<file path="config.mk">
export PLATFORM = sky130hd
export DESIGN_NAME = pgdec_top
export DESIGN_NICKNAME = d
export VERILOG_FILES = /design/src/rtl/pgdec_pkg.sv /design/src/rtl/pgdec_window.sv /design/src/rtl/pgdec_extcs.sv /design/src/rtl/pgdec_pagereg.sv /design/src/rtl/pgdec_top.sv
export SDC_FILE = /design/constraint.sdc
export NUM_CORES = 1
export LEC_CHECK = 0
export BUFFER_PORTS_ARGS = -buffer_cell sky130_fd_sc_hd__buf_2
export CORE_UTILIZATION = 46
export CTS_CLUSTER_DIAMETER = 200
export DETAILED_ROUTE_END_ITERATION = 8
export PLACE_DENSITY = 0.93
export SLEW_MARGIN = 20
export SYNTH_ARGS = -nofsm -noshare
export SYNTH_HDL_FRONTEND = slang
export SYNTH_SLANG_ARGS = --single-unit
</file>
<file path="constraint.sdc">
create_clock -name clk -period 2.25 [get_ports clk]
set_input_delay 0.45 -clock clk [delete_from_list [all_inputs] [get_ports clk]]
set_output_delay 0.45 -clock clk [all_outputs]
set_load 0.02 [all_outputs]
</file>
<file path="src/rtl/pgdec_pkg.sv">
package pgdec_pkg;

    typedef enum logic [1:0] {
        ST_IDLE  = 2'd0,
        ST_WRITE = 2'd1,
        ST_READ  = 2'd2
    } acc_state_e;

    // half-open range test [lo, hi)
    function automatic logic in_span(input logic [31:0] a,
                                     input logic [31:0] lo,
                                     input logic [31:0] hi);
        return (a >= lo) && (a < hi);
    endfunction

endpackage

</file>
<file path="src/rtl/pgdec_window.sv">
module pgdec_window
    import pgdec_pkg::*;
#(
    parameter int          ADDR_W = 20,
    parameter logic [31:0] BASE   = 32'h0,
    parameter logic [31:0] SPAN   = 32'h100,
    parameter int          COUNT  = 1
) (
    input  logic [ADDR_W-1:0] addr,
    input  logic              enable,
    output logic [COUNT-1:0]  hit
);

    logic [31:0] addr_w;
    assign addr_w = 32'(addr);

    // one equal-sized slot per output, packed back to back
    generate
        for (genvar gi = 0; gi < COUNT; gi++) begin : g_slot
            localparam logic [31:0] LO = BASE + 32'(gi) * SPAN;
            localparam logic [31:0] HI = LO + SPAN;
            assign hit[gi] = enable && in_span(addr_w, LO, HI);
        end
    endgenerate

endmodule

</file>
<file path="src/rtl/pgdec_extcs.sv">
module pgdec_extcs
    import pgdec_pkg::*;
#(
    parameter int                       ADDR_W = 20,
    parameter int                       NUM    = 3,
    parameter int                       PAGE_W = 8,
    parameter logic [31:0]              BASE   = 32'h3000,
    parameter logic [31:0]              SPAN   = 32'h100,
    parameter logic [NUM-1:0]           POL    = '0,
    parameter logic [PAGE_W-NUM-1:0]    BANK   = '0
) (
    input  logic [ADDR_W-1:0] addr,
    input  logic              io_act,
    input  logic [PAGE_W-1:0] page,
    output logic [NUM-1:0]    pin
);

    logic [NUM-1:0] win;
    logic           bank_ok;

    pgdec_window #(
        .ADDR_W (ADDR_W),
        .BASE   (BASE),
        .SPAN   (SPAN),
        .COUNT  (NUM)
    ) u_win (
        .addr   (addr),
        .enable (io_act),
        .hit    (win)
    );

    assign bank_ok = (page[PAGE_W-1:NUM] == BANK);

    // single product term per pin, then the polarity bit
    generate
        for (genvar gk = 0; gk < NUM; gk++) begin : g_pin
            logic term;
            assign term = win[gk] & page[gk] & bank_ok;
            if (POL[gk]) begin : g_high
                assign pin[gk] = term;
            end else begin : g_low
                assign pin[gk] = ~term;
            end
        end
    endgenerate

endmodule

</file>
<file path="src/rtl/pgdec_pagereg.sv">
module pgdec_pagereg
    import pgdec_pkg::*;
#(
    parameter int          ADDR_W    = 20,
    parameter int          PAGE_W    = 8,
    parameter logic [31:0] PAGE_ADDR = 32'h20E0
) (
    input  logic              clk,
    input  logic              rst_n,
    input  logic [ADDR_W-1:0] addr,
    input  logic              io_act,
    input  logic              wr_act,
    input  logic              rd_act,
    input  logic [PAGE_W-1:0] wdata,
    output logic [PAGE_W-1:0] page,
    output logic [PAGE_W-1:0] rdata
);

    acc_state_e        state_q, state_d;
    logic [PAGE_W-1:0] page_q;
    logic              at_reg, wr_hit, rd_hit, load;

    assign at_reg = (32'(addr) == PAGE_ADDR);
    assign wr_hit = io_act & wr_act & at_reg;
    assign rd_hit = io_act & rd_act & at_reg;

    // next-state logic
    always_comb begin
        state_d = state_q;
        unique case (state_q)
            ST_IDLE: begin
                if (wr_hit)      state_d = ST_WRITE;
                else if (rd_hit) state_d = ST_READ;
            end
            ST_WRITE: if (!wr_hit) state_d = ST_IDLE;
            ST_READ:  if (!rd_hit) state_d = ST_IDLE;
            default:  state_d = ST_IDLE;
        endcase
    end

    // state register
    always_ff @(posedge clk or negedge rst_n) begin
        if (!rst_n) state_q <= ST_IDLE;
        else        state_q <= state_d;
    end

    // the load fires once, on the edge that leaves idle
    assign load = (state_q == ST_IDLE) && (state_d == ST_WRITE);

    always_ff @(posedge clk or negedge rst_n) begin
        if (!rst_n)    page_q <= '0;
        else if (load) page_q <= wdata;
    end

    // outputs
    always_comb begin
        page  = page_q;
        rdata = (state_q == ST_READ) ? page_q : '0;
    end

endmodule

</file>
<file path="src/rtl/pgdec_top.sv">
module pgdec_top
    import pgdec_pkg::*;
#(
    parameter int                          ADDR_W    = 20,
    parameter int                          PAGE_W    = 8,
    parameter int                          MAIN_N    = 8,
    parameter logic [31:0]                 MAIN_BASE = 32'h10000,
    parameter logic [31:0]                 MAIN_SPAN = 32'h8000,
    parameter int                          SEC_N     = 4,
    parameter logic [31:0]                 SEC_BASE  = 32'h08000,
    parameter logic [31:0]                 SEC_SPAN  = 32'h2000,
    parameter logic [31:0]                 CSR_BASE  = 32'h02000,
    parameter logic [31:0]                 CSR_SPAN  = 32'h100,
    parameter logic [31:0]                 PAGE_OFS  = 32'hE0,
    parameter int                          EXT_N     = 3,
    parameter logic [31:0]                 EXT_BASE  = 32'h03000,
    parameter logic [31:0]                 EXT_SPAN  = 32'h100,
    parameter logic [EXT_N-1:0]            EXT_POL   = 3'b010,
    parameter logic [PAGE_W-EXT_N-1:0]     EXT_BANK  = '0
) (
    input  logic              clk,
    input  logic              rst_n,
    input  logic [ADDR_W-1:0] bus_addr,
    input  logic              io_strb_n,
    input  logic              boot_strb_n,
    input  logic              wr_n,
    input  logic              rd_n,
    input  logic [PAGE_W-1:0] wdata,
    output logic [PAGE_W-1:0] rdata,
    output logic [MAIN_N-1:0] main_sel,
    output logic [SEC_N-1:0]  sec_sel,
    output logic              csr_sel,
    output logic [EXT_N-1:0]  ext_cs
);

    localparam logic [31:0] PAGE_ADDR = CSR_BASE + PAGE_OFS;

    logic              io_act, boot_act;
    logic [MAIN_N-1:0] main_hit;
    logic [SEC_N-1:0]  sec_hit;
    logic [0:0]        csr_hit;
    logic [EXT_N-1:0]  ext_pin;
    logic [PAGE_W-1:0] page;

    assign io_act   = ~io_strb_n;
    assign boot_act = ~boot_strb_n;

    pgdec_window #(
        .ADDR_W (ADDR_W), .BASE (MAIN_BASE), .SPAN (MAIN_SPAN), .COUNT (MAIN_N)
    ) u_main (
        .addr (bus_addr), .enable (boot_act), .hit (main_hit)
    );

    pgdec_window #(
        .ADDR_W (ADDR_W), .BASE (SEC_BASE), .SPAN (SEC_SPAN), .COUNT (SEC_N)
    ) u_sec (
        .addr (bus_addr), .enable (boot_act), .hit (sec_hit)
    );

    pgdec_window #(
        .ADDR_W (ADDR_W), .BASE (CSR_BASE), .SPAN (CSR_SPAN), .COUNT (1)
    ) u_csr (
        .addr (bus_addr), .enable (io_act), .hit (csr_hit)
    );

    pgdec_pagereg #(
        .ADDR_W (ADDR_W), .PAGE_W (PAGE_W), .PAGE_ADDR (PAGE_ADDR)
    ) u_page (
        .clk    (clk),
        .rst_n  (rst_n),
        .addr   (bus_addr),
        .io_act (io_act),
        .wr_act (~wr_n),
        .rd_act (~rd_n),
        .wdata  (wdata),
        .page   (page),
        .rdata  (rdata)
    );

    pgdec_extcs #(
        .ADDR_W (ADDR_W), .NUM (EXT_N), .PAGE_W (PAGE_W),
        .BASE (EXT_BASE), .SPAN (EXT_SPAN), .POL (EXT_POL), .BANK (EXT_BANK)
    ) u_ext (
        .addr   (bus_addr),
        .io_act (io_act),
        .page   (page),
        .pin    (ext_pin)
    );

    // output register stage: glitch-free selects
    always_ff @(posedge clk or negedge rst_n) begin
        if (!rst_n) begin
            main_sel <= '0;
            sec_sel  <= '0;
            csr_sel  <= 1'b0;
            ext_cs   <= ~EXT_POL;
        end else begin
            main_sel <= main_hit;
            sec_sel  <= sec_hit;
            csr_sel  <= csr_hit[0];
            ext_cs   <= ext_pin;
        end
    end

endmodule

</file>
## Yosys cells after proc, flatten, opt, wreduce, memory -nomap -nowiden

Cells that the tools add are included.

| cells by class | value |
|---|---|
| order comparisons | 32 |
| equality and inequality tests | 4 |
| mux-type cells | 6 |
| bitwise operators | 16 |
| reductions and logical operators | 35 |

Operator list:

| operator | count |
|---|---|
| $ge 20x14->1 const B | 4 |
| $ge 20x16->1 const B | 4 |
| $ge 20x18->1 const B | 4 |
| $lt 20x14->1 const B | 4 |
| $lt 20x18->1 const B | 4 |
| $lt 20x16->1 const B | 3 |
| $lt 20x19->1 const B | 3 |
| $ge 20x17->1 const B | 2 |
| $ge 20x19->1 const B | 2 |
| $lt 20x17->1 const B | 2 |
| $logic_and 1x1->1 | 33 |
| $eq 20x14->1 const B | 1 |
| $and 1x1->1 | 10 |
| $mux 2 | 4 |
| $mux 8 | 1 |
| $not 1->1 | 6 |
| $pmux 2 s3 | 1 |
| $logic_not 5->1 | 1 |
| $eq 2x1->1 const B | 2 |
| $eq 2x2->1 const B | 1 |
| $logic_not 2->1 | 1 |

| word-level totals | value |
|---|---|
| register bits | 26 |
| input port bits | 34 |
| output and inout port bits | 24 |
| logic and storage cells | 99 |

## Logic depth before layout (Yosys ltp)

Gate-level depths: netlist of the first run.

| depth | value |
|---|---|
| depth in word-level cells | 8 |
| gate-level depth with buffers | 5 |

## Hierarchy

Synthesis of the first run repeated with hierarchy kept, for this count alone.

| unflattened totals | value |
|---|---|
| cell total of the unflattened synthesis | 107 |
| area total of the unflattened synthesis | 1277.5 um2 |

Modules (own cells, without submodules):

| module | instances | cells an instance | area each (um2) |
|---|---|---|---|
| pgdec_pagereg | 1 | 41 | 555.5 |
| pgdec_top | 1 | 20 | 417.9 |
| pgdec_window at u_ext.u_win | 1 | 11 | 85.1 |
| pgdec_window at u_main | 1 | 15 | 83.8 |
| pgdec_window at u_sec | 1 | 9 | 58.8 |
| pgdec_extcs | 1 | 6 | 42.5 |
| pgdec_window at u_csr | 1 | 5 | 33.8 |

## Least setup slack after synthesis of the first run

No wires, ideal clock.

| timing | value |
|---|---|
| kind | in2reg |
| start | input port bus_addr[10] |
| end | register u_page.page_q[0], in the netlist u_page.page[0] |
| setup time | 0.125 ns |
| arrival time | 1.605 ns |
| required time | 2.125 ns |
| path slack | 0.520 ns |
| stages on the path | 5 |
| cell sequence | nor4_1 -> and4_1 -> and4bb_1 -> buf_6 -> mux2_2 |

| between the ends | value |
|---|---|
| longest elaborated chain between the ends | 7 |
| elaborated cells on any way between the ends | 10 |
| classes of those cells | eq/ne: 2; mux: 5; bitwise: 2; reduce/logical: 1 |

RTL lines:

| element | line | RTL |
|---|---|---|
| from (decl) | pgdec_top.sv:23 | `input logic [ADDR_W-1:0] bus_addr,` |
| $eq 20x14->1 (*) | pgdec_pagereg.sv:23 | `assign at_reg = (32'(addr) == PAGE_ADDR);` |
| $and 1x1->1 | pgdec_pagereg.sv:25 | `assign rd_hit = io_act & rd_act & at_reg;` |
| $mux 2 | pgdec_pagereg.sv:33 | `else if (rd_hit) state_d = ST_READ;` |
| $mux 2 | pgdec_pagereg.sv:32 | `if (wr_hit) state_d = ST_WRITE;` |
| $pmux 2 s3 (*) | pgdec_pagereg.sv:30 | `unique case (state_q)` |
| $eq 2x1->1 (*) | pgdec_pagereg.sv:48 | `assign load = (state_q == ST_IDLE) && (state_d == ST_WRITE);` |
| $logic_and 1x1->1 (*) | pgdec_pagereg.sv:48 |  |
| to (signal assigned) | pgdec_pagereg.sv:52 | `else if (load) page_q <= wdata;` |
| to (decl) | pgdec_pagereg.sv:20 | `logic [PAGE_W-1:0] page_q;` |

Mark *: on every way between the ends. The rest lies on a longest branch, timed or not.
A chain may end at the register's enable or synchronous reset.

## Final worst setup path of the first run

| timing | value |
|---|---|
| start | register u_page.state_q[0] |
| end | output port rdata[0] |

| between the ends | value |
|---|---|
| longest elaborated chain between the ends | 2 |

RTL lines:

| element | line | RTL |
|---|---|---|
| from (decl) | pgdec_pagereg.sv:19 | `acc_state_e state_q, state_d;` |
| from (signal assigned) | pgdec_pagereg.sv:44 | `else state_q <= state_d;` |
| $eq 2x2->1 | pgdec_pagereg.sv:58 | `rdata = (state_q == ST_READ) ? page_q : '0;` |
| $mux 8 | pgdec_pagereg.sv:58 |  |
| to (decl) | pgdec_top.sv:29 | `output logic [PAGE_W-1:0] rdata,` |

Every way passes these cells.

==> impl_metrics.csv, run 1 <==
group,metric,value,unit
placed_design,gp_congestion,0.731,
route,first_pass_iters,6,
floorplan,fp.dieW,50.0,um
worst_hold_path,hold_class,"in2async",
worst_setup_path,cp.required,1.80,ns
grt,grt_util_all_layers,21.5,%
cts,cts_hold_buf,0,
worst_setup_path,path_buf_inv,1,
floorplan,rows,17,
synthesis,synth_area,1060,um2
timing,skew,0.00385,ns
route,ant_nets,0,
synthesis,syn-num-nets,119,
power_and_ir_drop,power_frac_comb,8.3,%
power_and_ir_drop,switching_power,0.165,mW
worst_setup_path,cp-start-kind,"flip-flop",
timing,hold_ws,0.0908,ns
cts,cts-resized-gates,0,
synthesis,ys_types,21,
cts,worstSkewPairLatency,0.32,ns
timing,finalSetupTns,0,ns
cts,clock-root-buffer,"clkbuf_4",
floorplan,core,2190,um2
timing,max_slew_margin,64.0,%
placed_design,hpwl,1820,um
power_and_ir_drop,power_frac_clock,30.1,%
cells_and_area,multi_input_area,394,um2
synthesis,syn_avg_cell_area,12.5,um2
grt,grt_start_max_net_pins,27,
timing,slew_violations,0,
cells_and_area,syn_to_final_growth,32.6,%
floorplan,die-area,2500,um2
synthesis,synthCells,85,
timing,finalCritPeriodShare,82.6,%
timing,rsz0062_at_grt,"false",
cts,numCtsBuffers,3,
cts,htree_levels,1,
cells_and_area,drive_gt1_share,50.3,%
floorplan,die_h,50.0,um
placed_design,dpl_cell_area,1370,um2
timing,worst_pin_slew,0.540,ns
worst_setup_path,cp_top_family,"simple AND/OR/NAND/NOR gates",
timing,max_freq,0.538,GHz
timing,timing_hold_violations_final,0,
timing,post-route-min-period,1.86,ns
grt,grt-ovfl-total,0,
power_and_ir_drop,p_int,0.597,mW
power_and_ir_drop,power.density,542,nW/um2
cells_and_area,final-seq-area,653,um2
floorplan,initial_core_util,48.3,%
placed_design,dp_slack,0.117,ns
cells_and_area,stdcell_area,1400,um2
worst_setup_path,crit_chain,"nor2b_1 -> and2_1 -> buf_2",
power_and_ir_drop,switching_share,21.7,%
placed_design,place.port_buffers,57,
grt,grt_pass1_wl,3800,um
cts,tritoncts,"built",
power_and_ir_drop,seqPwrFrac,61.6,%
cells_and_area,layout_commonest_cell,"buf_2",
cells_and_area,final_cell_mix,"buf_2 (57), dfrtp_1 (24), nor2_1 (11)",
route,num_vias,878,
flow_run,maxCapViolCount,0,
worst_setup_path,end_kind,"primary output",
route,viasPerCell,5.08,
timing,setup_ws,0.393,ns
grt,grt_pass1_vias,839,
cells_and_area,nets,180,
timing,setup_viol_count_final,0,
synthesis,yosys_warnings,0,
floorplan,io_pins,58,
cts,cts_sinks,26,
cts,clkTransAtPathRegs,0.13,ns
worst_setup_path,cp_max_fo,8,
cts,cts_setup_buffers,0,
route,totalWireLength,2290,um
power_and_ir_drop,p_leak,0.777,nW
cells_and_area,fillerInstances,169,
cells_and_area,antenna_cells,0,
worst_setup_path,path_class,"reg2out",
synthesis,yosysSeqAreaShare,61.7,%
route,drc_errors,0,
worst_setup_path,slowest_stage,"dfrtp_1",
worst_setup_path,critical-path-max-stage-delay,0.42,ns
run_status,run_status,"completed",
cts,cts_max_path_buffers,2,
grt,grt_antenna_before_repair,0,
route,drtIter0Drc,14,
worst_setup_path,arrival,1.41,ns
route,route.detailed.wl_per_inst,13.2,um
synthesis,ys_seq_elements,26,
power_and_ir_drop,ir_worst_vdd,344,uV
-- layout make-up --
type	count	share of cell area, %
Sequential cell	26	46.5
Multi-Input combinational cell	58	28.1
Timing Repair Buffer	57	20.3
Clock buffer	4	2.58
Tap cell	28	2.50
-- cell families (layout without fill, tap and decap cells) --
| logic type | count (synthesis) | count (layout) | synth area share (%) |
|---|---|---|---|
| buffers and inverters | 1 | 61 | 1.06 |
| and+or+nand+nor | 50 | 50 | 28.7 |
| muxes | 8 | 8 | 8.51 |
| DFF | 26 | 26 | 61.7 |
-- synthesized netlist by cell type --
| cell | instances | area, um2 |
|---|---|---|
| and2_1 | 8 | 50.1 |
| and4_1 | 2 | 17.5 |
| and4b_1 | 2 | 20.0 |
| and4bb_1 | 1 | 12.5 |
| buf_6 | 1 | 11.3 |
| dfrtp_1 | 24 | 601 |
| dfstp_2 | 2 | 52.6 |
| mux2_2 | 8 | 90.1 |
| nand2_1 | 4 | 15.0 |
| nand2b_1 | 2 | 12.5 |
| nand3_1 | 2 | 10.0 |
| nand3b_1 | 2 | 15.0 |
| nand4b_1 | 1 | 8.76 |
| nor2_1 | 11 | 41.3 |
| nor2b_1 | 1 | 6.26 |
| nor3_1 | 6 | 30.0 |
| nor3b_1 | 2 | 15.0 |
| nor4_1 | 3 | 18.8 |
| nor4b_2 | 1 | 15.0 |
| or2_2 | 1 | 6.26 |
| or4b_1 | 1 | 10.0 |
-- power by group through the flow --
stage	Combinational (mW)	Clock [mW]	Sequential, mW
finish	0.0632	0.229	0.469
CTS	0.0635	0.233	0.469
global placement	0.0609	0	0.478
detailed placement	0.0632	0	0.478
global route	0.0704	0.252	0.470
floorplan	0.0127	0	0.480
-- state kept, by name, summed over array words and instances (netlist names) --
signal / flops
csr_sel: 1
u_page.page: 8
u_page.state_q: 2
sec_sel: 4
main_sel: 8
ext_cs: 3
-- metrics by stage --
| step | instances | utilization (%) | power, mW |
|---|---|---|---|
| 2_1_floorplan | 85 | - | 0.493 |
| 3_3_place_gp | 169 | 62.4 | 0.539 |
| 3_5_place_dp | 169 | 62.4 | 0.541 |
| 4_1_cts | 173 | 64.1 | 0.766 |
| 5_1_grt | 173 | 64.1 | 0.792 |
| 6_report | 173 | 64.1 | 0.762 |
-- worst paths after layout --
path	startpoint	to	slack, ns	cells past startpoint
worst max-delay path	u_page.state_q[0]	rdata[0]	0.39	3
worst min-delay path	rst_n	sec_sel[1]	0.09	1
worst max register to register	u_page.page[3]	ext_cs[1]	0.60	4
worst min register to register	u_page.page[0]	ext_cs[0]	0.45	1
max in group asynchronous	rst_n	ext_cs[0]	1.80	1
min in group clk	wr_n	u_page.state_q[0]	0.28	2
-- metal layers --
layer  up-vias  routed length [um]  global-route usage (%)
met4         0                  70                    14.3
met1       411                 934                    25.3
met2        43                1120                    34.5
li1        418                   -                       -
met5         -                   0                       0
met3         6                 158                    5.25
(Power assumes the default switching activity.)
==> run 2, diff against run 1 <==
--- a/config.mk
+++ b/config.mk
@@ -6,10 +6,10 @@
 export NUM_CORES = 1
 export LEC_CHECK = 0
 export BUFFER_PORTS_ARGS = -buffer_cell sky130_fd_sc_hd__buf_2
-export CORE_UTILIZATION = 46
+export CORE_UTILIZATION = 43
 export CTS_CLUSTER_DIAMETER = 200
 export DETAILED_ROUTE_END_ITERATION = 8
-export PLACE_DENSITY = 0.93
+export PLACE_DENSITY = 0.89
 export SLEW_MARGIN = 20
 export SYNTH_ARGS = -nofsm -noshare
 export SYNTH_HDL_FRONTEND = slang
==> constraint.sdc (replaced) <==
create_clock -name clk -period 1.8 [get_ports clk]
set_input_delay 0.36 -clock clk [delete_from_list [all_inputs] [get_ports clk]]
set_output_delay 0.36 -clock clk [all_outputs]
set_load 0.02 [all_outputs]
==> run 2 against run 1 <==
Net effect:
- final cell count is 3.5% higher
- routed wire length is 3.2% higher
- largest power group unchanged
- critical endpoint is now rdata[1]
- sequential power is 25% higher
- design area is 3.7% higher
==> impl_metrics.csv, run 2 (synthesized netlist as in run 1, its figures left out) <==
group,metric,value,unit
grt,grt_pass1_vias,918,
placed_design,gp_congestion,0.701,
timing,max_slew_margin,63.2,%
cts,cts_setup_buffers,0,
floorplan,io_pins,58,
route,totalWireLength,2360,um
grt,grt-ovfl-total,0,
cells_and_area,final_util,64.0,%
worst_setup_path,critical-path-max-stage-delay,0.45,ns
route,drtIter0Drc,8,
placed_design,dp.cells,175,
power_and_ir_drop,power.density,660,nW/um2
cts,cts_max_path_buffers,2,
floorplan,fp.dieW,51.6,um
cells_and_area,final_cells,179,
worst_setup_path,crit_chain,"nor2b_4 -> and2_1 -> buf_2",
timing,timing_hold_violations_final,0,
placed_design,dpl_cell_area,1410,um2
floorplan,initial_core_util,46.5,%
cts,htree_levels,1,
grt,grt_pass1_wl,3730,um
cts,clkTransAtPathRegs,0.13,ns
floorplan,die_h,51.6,um
route,route.detailed.wl_per_inst,13.2,um
route,ant_nets,0,
timing,worst_pin_slew,0.552,ns
worst_setup_path,cp-start-kind,"flip-flop",
cells_and_area,antenna_cells,0,
worst_setup_path,arrival,1.28,ns
power_and_ir_drop,finalPower,0.961,mW
floorplan,die-area,2660,um2
cts,worstSkewPairLatency,0.31,ns
cells_and_area,nets,186,
timing,max_freq,0.611,GHz
timing,skew,0.00141,ns
cells_and_area,final_cell_mix,"buf_2 (57), dfrtp_1 (24), nor2_1 (11)",
floorplan,rows,17,
cts,tritoncts,"built",
cts,clock-root-buffer,"clkbuf_4",
run_status,run_status,"completed",
route,first_pass_iters,4,
placed_design,place.port_buffers,57,
placed_design,hpwl,1910,um
timing,slew_violations,0,
cts,numCtsBuffers,3,
floorplan,core,2280,um2
power_and_ir_drop,ir_worst_vdd,592,uV
worst_setup_path,path_class,"reg2out",
route,viasPerCell,5.06,
timing,setup_viol_count_final,0,
worst_setup_path,end_kind,"primary output",
route,num_vias,906,
grt,grt_util_all_layers,20.3,%
timing,post-route-min-period,1.64,ns
worst_setup_path,cp_max_fo,8,
worst_setup_path,slowest_stage,"dfrtp_1",
worst_hold_path,hold_class,"in2async",
grt,grt_start_max_net_pins,27,
cells_and_area,layout_commonest_cell,"buf_2",
power_and_ir_drop,p_leak,0.807,nW
cells_and_area,syn_to_final_growth,37.6,%
cells_and_area,stdcell_area,1460,um2
timing,rsz0062_at_grt,"false",
cts,cts_sinks,26,
grt,grt_antenna_before_repair,0,
flow_run,maxCapViolCount,0,
route,drc_errors,0,
timing,finalCritPeriodShare,90.9,%
cells_and_area,drive_gt1_share,53.0,%
worst_setup_path,cp.required,1.44,ns
timing,hold_ws,0.00708,ns
[run 2: cell types whose count changed in the layout (fill, tap and decap cells not counted)]
cell / change
buf_4: +6
nor2b_4: +1
nor2b_1: -1
[run 2: worst paths after layout]
path	startpoint	endpoint	slack [ns]	depth (start not counted)
hold / removal	rst_n	main_sel[3]	0.007	1
setup / recovery	u_page.state_q[0]	rdata[1]	0.16	3
setup reg to reg	u_page.page[3]	ext_cs[1]	0.17	4
min in group clk	rd_n	u_page.state_q[1]	0.20	2
hold reg to reg	u_page.page[0]	ext_cs[0]	0.46	1
max in group asynchronous	rst_n	ext_cs[0]	1.42	1
[run 2: through the flow]
| step | setup slack (ns) | TNS (ns) |
|---|---|---|
| after global routing | 0.0753 | 0 |
| after floorplan | 0.160 | 0 |
| after CTS | 0.0787 | 0 |
| after global placement | -0.0411 | -0.326 |
| final | 0.164 | 0 |
| after detailed placement | -0.175 | -1.33 |
[run 2: repair_timing]
action / CTS / global route
hold buffers: 0 / 0
endpoints found under the setup margin: 8 / 1
resized for setup: 1 / 1
[run 2: layout make-up]
class                      instances  area, um2
multi-input combinational         58        402
clock buffer                       4       36.3
timing repair buffer              63        330
tap                               28       35.0
fill                             204        820
sequential                        26        653
[run 2: metal layers]
layer	global-route usage [%]	routed length [um]
met1	18.0	835
met2	39.6	1250
met4	13.1	79
met3	4.68	189
met5	0	0
[run 2: power breakdown]
part	switching, mW	internal (mW)
Combinational	0.0434	0.0413
Clock	0.166	0.124
Sequential	0.000456	0.586
Total	0.210	0.751
[run 2: critical path: cells and delay by family, from the launching register on]
family        cells  cell delay (ns)
buf+inv           1             0.16
simple gates      2             0.35
flops             1             0.45
==> run 3, diff against run 2 <==
--- a/config.mk
+++ b/config.mk
@@ -5,8 +5,10 @@
 export SDC_FILE = /design/constraint.sdc
 export NUM_CORES = 1
 export LEC_CHECK = 0
+export ABC_AREA = 1
 export BUFFER_PORTS_ARGS = -buffer_cell sky130_fd_sc_hd__buf_2
-export CORE_UTILIZATION = 43
+export CAP_MARGIN = 10
+export CORE_UTILIZATION = 47
 export CTS_CLUSTER_DIAMETER = 200
 export DETAILED_ROUTE_END_ITERATION = 8
 export PLACE_DENSITY = 0.89
==> run 3 against run 2 <==
Net effect:
- the flow now finishes with violations (design-rule violations)
- synthesized cell count increased by 96%
- routed wire length increased by 22%
- non-clock buffer count decreased by 5
- sequential share of layout area decreased by 8.0 points
- utilization decreased by 0.74 points
- hold slack improved by 0.0024 ns
- clock power about the same
- design area increased by 22%
- combinational power increased by 55%
- via count increased by 41%
- clock-buffer cell count unchanged
- largest power group unchanged
- highest routed layer unchanged
==> impl_metrics.csv, run 3 <==
group,metric,value,unit
cells_and_area,drive_gt1_share,40.5,%
synthesis,yosysMostFrequentCell,"nand2_1",
synthesis,ys_seq_elements,26,
synthesis,synth_edf_count,0,
worst_setup_path,end_kind,"primary output",
route,ant_nets,0,
route,totalWireLength,2880,um
route,drc_errors,12,
run_status,violations,"design-rule violations",
grt,grt_util_all_layers,19.5,%
cts,numCtsBuffers,3,
power_and_ir_drop,power.density,567,nW/um2
worst_setup_path,cp.required,1.44,ns
route,first_pass_iters,6,
route,drtIter0Drc,36,
synthesis,synth_area,1420,um2
synthesis,syn_avg_cell_area,8.47,um2
power_and_ir_drop,ir_worst_vdd,337,uV
route,viasPerCell,4.97,
cts,cts-resized-gates,0,
floorplan,initial_core_util,50.4,%
synthesis,ys_types,26,
synthesis,synthArstFlopShare,100,%
cts,cts_sinks,26,
timing,finalSetupTns,0,ns
timing,skew,0.00670,ns
cells_and_area,fillerInstances,252,
grt,grt-ovfl-total,0,
route,num_vias,1281,
floorplan,core,2810,um2
synthesis,synth_top_cell_by_area,"dfrtp_1",
synthesis,yosys_warnings,0,
synthesis,synth_commonest_cells,"nand2_1 (28), dfrtp_1 (24), inv_1 (23), nor2_1 (23)",
cts,tritoncts,"built",
grt,grt_pass1_vias,1172,
timing,rsz0062_at_grt,"false",
flow_run,maxCapViolCount,0,
worst_setup_path,cp-start-kind,"flip-flop",
cts,htree_levels,1,
grt,grt_start_max_net_pins,27,
power_and_ir_drop,p_leak,0.968,nW
placed_design,dpl_cell_area,1740,um2
timing,max_freq,0.615,GHz
placed_design,hpwl,2280,um
synthesis,synthCells,167,
placed_design,place.port_buffers,57,
cells_and_area,multi_input_area,632,um2
timing,finalCritPeriodShare,90.3,%
synthesis,yosysSeqAreaShare,46.2,%
route,route.detailed.wl_per_inst,11.1,um
cts,cts_hold_buf,0,
run_status,run_status,"finished with violations",
floorplan,rows,19,
worst_setup_path,path_class,"reg2out",
cells_and_area,final-seq-area,653,um2
timing,setup_viol_count_final,0,
synthesis,syn-num-nets,201,
cells_and_area,final_util,63.2,%
cts,clkTransAtPathRegs,0.14,ns
floorplan,fp.dieW,56.9,um
grt,grt_antenna_before_repair,0,
worst_hold_path,hold_class,"in2async",
worst_setup_path,cp_max_fo,8,
cts,cts_max_path_buffers,2,
cells_and_area,layout_commonest_cell,"buf_2",
cells_and_area,nets,262,
grt,grt_pass1_wl,4850,um
placed_design,gp_congestion,0.760,
timing,timing_hold_violations_final,0,
cts,cts_setup_buffers,0,
cells_and_area,antenna_cells,0,
floorplan,io_pins,58,
cells_and_area,syn_to_final_growth,25.4,%
synthesis,synth-main-ff-cell,"dfrtp_1",
synthesis,synth_area_leaders,"dfrtp_1 (42%), nand2_1 (7.4%), inv_1 (6.1%)",
synthesis,yosysTopAreaCellShare,42.4,%
timing,worst_pin_slew,0.552,ns
cts,worstSkewPairLatency,0.31,ns
cells_and_area,final_cell_mix,"buf_2 (57), nand2_1 (28), dfrtp_1 (24)",
timing,max_slew_margin,63.2,%
worst_setup_path,arrival,1.27,ns
floorplan,die_h,56.9,um
timing,slew_violations,0,
timing,post-route-min-period,1.63,ns
cts,clock-root-buffer,"clkbuf_4",
cells_and_area,stdcell_area,1770,um2
floorplan,die-area,3230,um2
run 3: kinds of logic (layout without fill, tap and decap cells):
group / count (synthesis) / in the layout / synth area share (%)
simple gates: 102 / 102 / 42.7
compound gates: 5 / 5 / 1.95
buf+inv: 34 / 94 / 9.19
flops: 26 / 26 / 46.2
run 3: final timing paths:
path	cells after the start	endpoint	start	slack (ns)
setup / recovery	3	rdata[0]	u_page.state_q[1]	0.17
hold / removal	1	main_sel[5]	rst_n	0.009
setup reg to reg	4	u_page.page[3]	u_page.state_q[1]	0.46
hold reg to reg	2	u_page.page[0]	u_page.page[0]	0.50
max in group asynchronous	1	ext_cs[0]	rst_n	1.41
min in group clk	2	sec_sel[2]	bus_addr[13]	0.25
run 3: worst max-delay path, cell delays in order, from the launching register on:
cell and delay (ns):
dfrtp_1 0.43, nand2_1 0.19, nor2_1 0.15, buf_2 0.18
run 3: layout make-up:
class,instances,share of cell area [%]
Sequential cell,26,36.8
Clock buffer,4,2.05
Tap cell,31,2.19
Inverter,32,6.84
Multi-Input combinational cell,107,35.6
Timing Repair Buffer,58,16.5
run 3: through the flow:
step | power (mW) | std cells | worst slack (ns) | hold WS (ns)
global route | 1.06 | 258 | 0.0537 | 0.0194
detailed placement | 0.731 | 254 | 0.387 | 0.378
floorplan | 0.664 | 167 | 0.358 | 0.0644
global placement | 0.728 | 254 | 0.420 | 0.369
CTS | 1.02 | 258 | 0.164 | 0.0204
finish | 1.01 | 258 | 0.175 | 0.00949
run 3: layer usage:
layer | track usage (%) | up-vias | routed length (um)
met1 | 24.4 | 584 | 1130
met3 | 1.38 | 2 | 149
met2 | 35.7 | 37 | 1570
met4 | 6.27 | 0 | 21
met5 | 0 | - | 0
li1 | - | 658 | -
run 3: report_power, final:
part           internal (mW)  switching, mW  total (mW)
registers              0.587       0.000629       0.588
clock network          0.123          0.163       0.287
logic                 0.0467         0.0846       0.131
total                  0.757          0.249        1.01
